[config.mk]
export PLATFORM = sky130hd
export DESIGN_NAME = mmgpio_ctrl
export DESIGN_NICKNAME = d
export VERILOG_FILES = /design/src/rtl/gpio_pkg.sv /design/src/rtl/gpio_sync2.sv /design/src/rtl/gpio_bus_xform.sv /design/src/rtl/gpio_line_regs.sv /design/src/rtl/mmgpio_ctrl.sv
export SDC_FILE = /design/constraint.sdc
export NUM_CORES = 1
export LEC_CHECK = 0
export CORE_MARGIN = 2
export CORE_UTILIZATION = 40
export CTS_CLUSTER_DIAMETER = 40
export DETAILED_ROUTE_END_ITERATION = 10
export PLACE_DENSITY = 0.66
export SLEW_MARGIN = 20
export SYNTH_ARGS = -nofsm -noshare
export SYNTH_HDL_FRONTEND = slang
export SYNTH_SLANG_ARGS = --single-unit
[constraint.sdc]
create_clock -name clk -period 2.1 [get_ports clk]
set_input_delay 0.42 -clock clk [delete_from_list [all_inputs] [get_ports clk]]
set_output_delay 0.42 -clock clk [all_outputs]
set_load 0.01 [all_outputs]
[src/rtl/gpio_pkg.sv]
package gpio_pkg;

  // Register offsets; the bus decoder and the bench depend on these values.
  localparam int OFS_PINS   = 0;
  localparam int OFS_SET    = 1;
  localparam int OFS_CLR    = 2;
  localparam int OFS_DIROUT = 3;
  localparam int OFS_DIRIN  = 4;

  // One write strobe per writable register, decoded once in the top.
  typedef struct packed {
    logic set;
    logic clr;
    logic dout;
    logic din;
  } wr_strobe_t;

endpackage

[src/rtl/gpio_sync2.sv]
module gpio_sync2 #(
  parameter int W = 32
) (
  input  logic         clk,
  input  logic         rst_n,
  input  logic [W-1:0] d,
  output logic [W-1:0] q
);

  logic [W-1:0] meta_q;
  logic [W-1:0] stab_q;

  always_ff @(posedge clk or negedge rst_n) begin
    if (!rst_n) begin
      meta_q <= '0;
      stab_q <= '0;
    end else begin
      meta_q <= d;
      stab_q <= meta_q;
    end
  end

  assign q = stab_q;

endmodule

[src/rtl/gpio_bus_xform.sv]
// Bit permutation between bus order and line order. Mirroring and byte
// reversal are each their own inverse and commute, so one instance serves
// the write path and another the read path.
module gpio_bus_xform #(
  parameter int W         = 32,
  parameter bit MIRROR    = 1'b0,
  parameter bit BYTE_SWAP = 1'b0
) (
  input  logic [W-1:0] din,
  output logic [W-1:0] dout
);

  localparam int NBYTE = W / 8;

  logic [W-1:0] mir;

  generate
    if (MIRROR) begin : g_mirror
      for (genvar i = 0; i < W; i++) begin : g_bit
        assign mir[i] = din[W-1-i];
      end
    end else begin : g_straight
      assign mir = din;
    end

    if (BYTE_SWAP) begin : g_swap
      for (genvar k = 0; k < NBYTE; k++) begin : g_byte
        assign dout[8*k +: 8] = mir[8*(NBYTE-1-k) +: 8];
      end
    end else begin : g_noswap
      assign dout = mir;
    end
  endgenerate

endmodule

[src/rtl/gpio_line_regs.sv]
// Output latch and direction state, both kept in line order.
module gpio_line_regs
  import gpio_pkg::*;
#(
  parameter int W = 32
) (
  input  logic         clk,
  input  logic         rst_n,
  input  wr_strobe_t   stb,
  input  logic [W-1:0] wline,
  output logic [W-1:0] out_q,
  output logic [W-1:0] dir_q
);

  logic [W-1:0] out_d;
  logic [W-1:0] dir_d;
  logic         out_en;
  logic         dir_en;

  always_comb begin
    out_en = stb.set | stb.clr;
    out_d  = out_q;
    if (stb.set) out_d = out_q | wline;
    if (stb.clr) out_d = out_q & ~wline;
  end

  always_comb begin
    dir_en = stb.dout | stb.din;
    dir_d  = dir_q;
    if (stb.dout) dir_d = wline;
    if (stb.din)  dir_d = ~wline;
  end

  always_ff @(posedge clk or negedge rst_n) begin
    if (!rst_n) begin
      out_q <= '0;
    end else if (out_en) begin
      out_q <= out_d;
    end
  end

  always_ff @(posedge clk or negedge rst_n) begin
    if (!rst_n) begin
      dir_q <= '0;
    end else if (dir_en) begin
      dir_q <= dir_d;
    end
  end

endmodule

[src/rtl/mmgpio_ctrl.sv]
module mmgpio_ctrl
  import gpio_pkg::*;
#(
  parameter int W         = 32,
  parameter int ADDR_W    = 3,
  parameter bit MIRROR    = 1'b0,
  parameter bit BYTE_SWAP = 1'b0
) (
  input  logic              clk,
  input  logic              rst_n,
  input  logic [ADDR_W-1:0] addr,
  input  logic              wr_en,
  input  logic [W-1:0]      wdata,
  input  logic              rd_en,
  output logic [W-1:0]      rdata,
  input  logic [W-1:0]      gpio_i,
  output logic [W-1:0]      gpio_o,
  output logic [W-1:0]      gpio_oe
);

  localparam logic [ADDR_W-1:0] A_PINS   = ADDR_W'(OFS_PINS);
  localparam logic [ADDR_W-1:0] A_SET    = ADDR_W'(OFS_SET);
  localparam logic [ADDR_W-1:0] A_CLR    = ADDR_W'(OFS_CLR);
  localparam logic [ADDR_W-1:0] A_DIROUT = ADDR_W'(OFS_DIROUT);
  localparam logic [ADDR_W-1:0] A_DIRIN  = ADDR_W'(OFS_DIRIN);

  generate
    if (W != 8 && W != 16 && W != 32 && W != 64) begin : g_bad_width
      $error("mmgpio_ctrl: W must be 8, 16, 32 or 64");
    end
    if (BYTE_SWAP && W == 64) begin : g_bad_swap
      $error("mmgpio_ctrl: byte swap is not allowed at 64 bits");
    end
  endgenerate

  logic [W-1:0] wr_line;
  logic [W-1:0] pin_sync;
  logic [W-1:0] out_q;
  logic [W-1:0] dir_q;
  logic [W-1:0] rd_line;
  logic [W-1:0] rd_bus;
  logic [W-1:0] rdata_d;
  logic [W-1:0] rdata_q;
  wr_strobe_t   stb;

  gpio_bus_xform #(.W(W), .MIRROR(MIRROR), .BYTE_SWAP(BYTE_SWAP)) u_wr_xform (
    .din  (wdata),
    .dout (wr_line)
  );

  // Write decode; offset 0 and unmapped offsets produce no strobe.
  always_comb begin
    stb.set  = wr_en && (addr == A_SET);
    stb.clr  = wr_en && (addr == A_CLR);
    stb.dout = wr_en && (addr == A_DIROUT);
    stb.din  = wr_en && (addr == A_DIRIN);
  end

  gpio_line_regs #(.W(W)) u_regs (
    .clk   (clk),
    .rst_n (rst_n),
    .stb   (stb),
    .wline (wr_line),
    .out_q (out_q),
    .dir_q (dir_q)
  );

  gpio_sync2 #(.W(W)) u_sync (
    .clk   (clk),
    .rst_n (rst_n),
    .d     (gpio_i),
    .q     (pin_sync)
  );

  always_comb begin
    case (addr)
      A_PINS:        rd_line = pin_sync;
      A_SET, A_CLR:  rd_line = out_q;
      A_DIROUT:      rd_line = dir_q;
      A_DIRIN:       rd_line = ~dir_q;
      default:       rd_line = '0;
    endcase
  end

  gpio_bus_xform #(.W(W), .MIRROR(MIRROR), .BYTE_SWAP(BYTE_SWAP)) u_rd_xform (
    .din  (rd_line),
    .dout (rd_bus)
  );

  always_comb begin
    rdata_d = rdata_q;
    if (rd_en) rdata_d = rd_bus;
  end

  always_ff @(posedge clk or negedge rst_n) begin
    if (!rst_n) begin
      rdata_q <= '0;
    end else begin
      rdata_q <= rdata_d;
    end
  end

  assign rdata   = rdata_q;
  assign gpio_o  = out_q;
  assign gpio_oe = dir_q;

endmodule

==> flow_summary.toml, run 1 <==
[global_routing]
grt_pass1_vias = 5294
met3_usage = 0.0452
use_met1 = 0.297
track_usage = 0.208
gr-usage-met2 = 0.317
grt_pass1_wl_um = 29300
grt_max_degree = 49
grt_antenna_before_repair = 0
grt_overflow = 0
grt_busiest_layer = "met2"

[drt]
drt_iter0_markers = 344
drc = 0
ant_nets = 0
wl_um = 18800
num_vias = 5197
dr.pass1.iters = 5
drt-wirelength-per-cell_um = 19.4
viasPerCell = 5.35

[power]
p_leak_nw = 4.10
power_density_nw_per_um2 = 976
vdd.ir_drop.worst_v = 0.000592
power_mw = 9.49

[critical_path]
cp_num_cells = 1
crit_family = "buffers and inverters"
cp-endpoint = "gpio_o[0]"
cp_num_buf_inv = 1
cp_cell_sequence = "clkdlybuf4s50_1"
required_ps = 1680
critical_path_class = "flop to output port"
setup.worst_path.start_class = "flop"
cpPeakStageDelay_ps = 570
crit_path_top_delay_cell = "clkdlybuf4s50_1"
rr_endpoint = "rdata[0]$_DFFE_PN0P_"
r2r_cells = 3
crit_path_max_fanout = 4
r2r_slack_ps = 1090
cp-end-kind = "output port"
cp.arrival_ps = 1420

[clocking]
h-tree-depth = 4
cts_sinks = 160
cts_tree = "built"
path_clk_slew_ps = 60
cts.repair.resized = 0
clockRootBuffer = "clkbuf_16"
post_cts_buffers = 0
hold_buffers = 1
clk_latency_ps = 420
cts_buffers = 17
cts_max_path_buffers = 2

[place]
dp_slack_ps = 51.4
post-place-cells = 938
numPortBuffers = 166
place_congestion = 0.791
hpwl_um = 12800

[sta]
tightest_slew_ps = 495
rsz0062_at_grt = "no"
period_minus_slack_ps = 1840
fin_worst_skew_ps = 6.91
finalHoldViolations = 0
timing.slew.headroom = 0.670
timing.setup.tns_ps = 0
final-setup-viol-count = 0
slew_viol_final = 0
min_period_over_period = 0.878
worst_slack_ps = 257
max_freq_mhz = 543

[finish]
finalNetCount = 804
final_cells = 971
antenna-diode-count = 0
final_core_utilization = 0.564
syn_to_final_growth_pct = 38.3
drive_gt1_frac = 0.130

[die]
ios = 167
die_w_um = 137
row_count = 48
dieArea_um2 = 18700
initial_core_util = 0.408
fp.coreArea_um2 = 17200
fp.dieH_um = 137

[synthesis]
synth_common_cells = "dfrtp_1, a31oi_1, mux2i_1"
avgSynthCellArea_um2 = 12.4
syn_area_um2 = 7030
synth_area_leaders = "dfrtp_1, mux2i_1, a31oi_1"
netlist_instances = 566
synthesis.nets = 637
async_flop_share = 1.00
yosys.area.top_type = "dfrtp_1"
ys_warn_count = 0
synth_seq_area_share = 0.569
ys_ff_latch = 160
yosys_most_used_dff = "dfrtp_1"
synth_most_common_cell = "dfrtp_1"
yosys.area.top_type_share = 0.569
synth_cell_type_count = 20
synth_edf_count = 0

[run_status]
status = "finished clean"

[job]
maxCapViolations = 0

[hold_path]
worstHoldPathType = "flop to flop"
[cell families (layout without fill, tap and decap cells)]
kind of cell	Yosys count	after routing	share of synthesized area
buffers and inverters	78	258	0.0569
AND/OR/NAND/NOR	38	38	0.0352
multiplexers	128	128	0.188
AO/OA/AOI/OAI	129	129	0.109
flip-flops	160	160	0.569
XOR/XNOR	33	33	0.0411
[where the power goes]
part           switching [mW]  internal (mW)
registers               0.397           3.52
logic                   0.994           1.30
clock network            1.22           2.05
total                    2.61           6.88
[cells in the final DEF, fill, tap and decap left out, types with 13 or more instances in the layout]
cell / n
a31oi_1: 96
buf_12: 13
buf_4: 15
clkbuf_16: 17
clkdlybuf4s50_1: 162
dfrtp_1: 160
inv_1: 32
mux2_2: 32
mux2i_1: 96
nor2b_1: 32
o21ai_1: 32
xnor2_1: 32
[final cells by class]
type | instances | area (µm²)
fill | 1404 | 7510
tap | 225 | 282
sequential | 160 | 4000
multi-input combinational | 328 | 2670
timing repair buffer | 194 | 2030
inverter | 32 | 120
clock buffer | 23 | 468
clock inverter | 9 | 156
[layer usage]
metal | vias to the layer above | wire [µm]
met5 | - | 0
met4 | 0 | 244
met3 | 18 | 1110
met2 | 205 | 8870
met1 | 2630 | 8620
li1 | 2344 | -
[worst min path at each step]
stage,from,end,depth (start not counted)
detailed placement,u_sync.meta_q[30]$_DFF_PN0_,u_sync.q[30]$_DFF_PN0_,0
global route,u_sync.meta_q[17]$_DFF_PN0_,u_sync.q[17]$_DFF_PN0_,0
finish,u_sync.meta_q[27]$_DFF_PN0_,u_sync.q[27]$_DFF_PN0_,0
floorplan,rst_n,asynchronous set/reset pin,0
CTS,u_sync.meta_q[30]$_DFF_PN0_,u_sync.q[30]$_DFF_PN0_,0
global placement,u_sync.meta_q[23]$_DFF_PN0_,u_sync.q[23]$_DFF_PN0_,0
[worst reg2reg max path, cell delays in order, from the launching register on]
cell,delay [ps]
dfrtp_1,430
mux2i_1,100
mux2_2,270
o21ai_1,130
[metrics by stage]
step / hold WS (ps) / cell area (µm²)
finish: 347 / 9720
detailed placement: 335 / 9090
global placement: 331 / 9090
global route: 352 / 9720
floorplan: 124 / 7030
CTS: 349 / 9720
No activity file was read; power rests on OpenSTA's default activity.
==> run 2, diff against run 1 <==
--- a/config.mk
+++ b/config.mk
@@ -9,6 +9,7 @@
 export CORE_UTILIZATION = 40
 export CTS_CLUSTER_DIAMETER = 40
 export DETAILED_ROUTE_END_ITERATION = 10
+export GPL_TIMING_DRIVEN = 0
 export PLACE_DENSITY = 0.66
 export SLEW_MARGIN = 20
 export SYNTH_ARGS = -nofsm -noshare
==> constraint.sdc (replaced) <==
create_clock -name clk -period 1.95 [get_ports clk]
set_input_delay 0.39 -clock clk [delete_from_list [all_inputs] [get_ports clk]]
set_output_delay 0.39 -clock clk [all_outputs]
set_load 0.01 [all_outputs]
==> run 2 against run 1 <==
Clock skew fell by 1.1 ps. Design area fell by 1.2%. Routed wire length rose by 5.9%. Register-to-register slack got worse by 140 ps. Clock-buffer cell count fell by 6. Critical path depth rose by 5. Sequential cell count did not move. Die area did not move. Combinational power rose by 8%. Final cell count rose by 2.0%. First-iteration DRC count fell by 5.8%. Sequential power rose by 6.9%.
==> flow_summary.toml, run 2 (synthesis gave the netlist of run 1 again) <==
[run_status]
status = "finished clean"

[finish]
fillerInstances = 1449
finalNetCount = 823
drive_gt1_frac = 0.131
antenna-diode-count = 0
syn_to_final_growth_pct = 36.6
final_cells = 990
final_cell_area_um2 = 9600
layout_commonest_cell = "clkdlybuf4s50_1"
final_cell_mix = "clkdlybuf4s50_1, dfrtp_1, mux2i_1, a31oi_1, nor2b_1"
final_core_utilization = 0.557

[critical_path]
required_ps = 2290
crit_path_max_fanout = 10
cp_cell_sequence = "clkdlybuf4s50_1, nor2b_1, clkbuf_1, clkbuf_1, a31oi_1, a31oi_1"
r2r_cells = 3
cp_num_buf_inv = 3
setup.worst_path.start_class = "input pin"
r2r_slack_ps = 950
cp-end-kind = "flop"
critical_path_class = "input pin to flop"
cpPeakStageDelay_ps = 570
rr_endpoint = "rdata[1]$_DFFE_PN0P_"
crit_family = "buffers and inverters"
cp.arrival_ps = 2210
crit_path_top_delay_cell = "clkbuf_1"

[die]
row_count = 48
fp.dieH_um = 137
fp.coreArea_um2 = 17200
ios = 167
die_w_um = 137
dieArea_um2 = 18700
initial_core_util = 0.408

[place]
place_congestion = 0.830
post-place-cells = 957
hpwl_um = 13300
numPortBuffers = 165
dpl-instance-area_um2 = 9000

[sta]
min_period_over_period = 0.957
max_freq_mhz = 536
tightest_slew_ps = 791
fin_hold_ws_ps = 346
finalHoldViolations = 0
slew_viol_final = 0
period_minus_slack_ps = 1870
rsz0062_at_grt = "no"
final-setup-viol-count = 0
fin_worst_skew_ps = 5.83
timing.slew.headroom = 0.473

[drt]
dr.pass1.iters = 6
drc = 0
wl_um = 20000
ant_nets = 0
num_vias = 5248
drt-wirelength-per-cell_um = 20.2
drt_iter0_markers = 324
viasPerCell = 5.30

[power]
vdd.ir_drop.worst_v = 0.000832
seqPwrFrac = 0.421
p_int_mw = 7.07
power_density_nw_per_um2 = 1040
p_leak_nw = 4.07
power_mw = 9.97
switchingPower_mw = 2.90
p_clk_frac = 0.332
p_sw_frac = 0.291
combPwrFrac = 0.247

[global_routing]
grt_pass1_vias = 5386
grt_max_degree = 97
grt_antenna_before_repair = 0
grt_overflow = 0
track_usage = 0.222
grt_pass1_wl_um = 30600

[hold_path]
whs_endpoint = "u_sync.q[6]$_DFF_PN0_"
hp-start = "u_sync.meta_q[6]$_DFF_PN0_"
worstHoldPathType = "flop to flop"
whs_path_depth = 0

[clocking]
h-tree-depth = 4
cts_buffers = 17
cts_tree = "built"
clk_latency_ps = 420
cts_sinks = 160
clockRootBuffer = "clkbuf_16"
path_clk_slew_ps = 70
cts_max_path_buffers = 2

[job]
maxCapViolations = 0
[run 2: cell count changes in the layout (fill, tap and decap cells not counted), moves of 3 or more]
| cell | before | now |
|---|---|---|
| buf_12 | 13 | 0 |
| buf_2 | 2 | 11 |
| buf_6 | 1 | 8 |
| clkbuf_1 | 4 | 11 |
| buf_4 | 15 | 9 |
| clkbuf_2 | 0 | 4 |
| buf_1 | 0 | 3 |
[run 2: per-layer routing]
metal  global-route usage  vias to the layer above  wire (µm)
li1                     -                     2377          -
met2                0.351                      235       9460
met1                0.299                     2614       8660
met4               0.0660                        0        303
met5                    0                        -          0
met3               0.0633                       22       1530
[run 2: layout make-up]
cell class              instances  area [µm²]  share of cell area
clock inverters                15         163              0.0169
repair buffers                167        1690               0.176
clock buffers                  17         425              0.0443
plain buffers                  46         285              0.0297
multi-input cells             328        2630               0.274
well taps                     225         282              0.0293
inverters                      32         120              0.0125
flip-flops and latches        160        4000               0.417
[run 2: how the worst max path moves through the flow]
stage	startpoint	end	slack [ps]	cells after the start
after detailed placement	rd_en	rdata[4]$_DFFE_PN0P_	-620	6
after CTS	rd_en	rdata[1]$_DFFE_PN0P_	20	6
after global placement	rst_n	u_sync.meta_q[16]$_DFF_PN0_	-5960	1
final	addr[2]	flop	80	6
after floorplan	addr[0]	flop	480	6
after global routing	addr[2]	flop	10	6
[run 2: what timing repair did]
action,CTS,global route
hold buffers,1,0
gates resized for setup,4,2
setup buffers,0,0
setup endpoints to repair,35,28
endpoints found under the hold margin,64,0
[run 2: power groups by stage]
stage	Clock [mW]	Combinational [mW]	Sequential (mW)
floorplan	0	0.955	4.33
global placement	0	2.41	4.23
detailed placement	0	2.47	4.24
CTS	3.39	2.49	4.19
global route	3.56	2.66	4.25
finish	3.31	2.47	4.19
[run 2: per-stage QoR]
stage	setup TNS (ps)	setup WS, ps
6_report	0	84.8
5_1_grt	0	11.1
4_1_cts	0	19.9
3_5_place_dp	-30470	-618
3_3_place_gp	-979360	-5960
2_1_floorplan	0	482
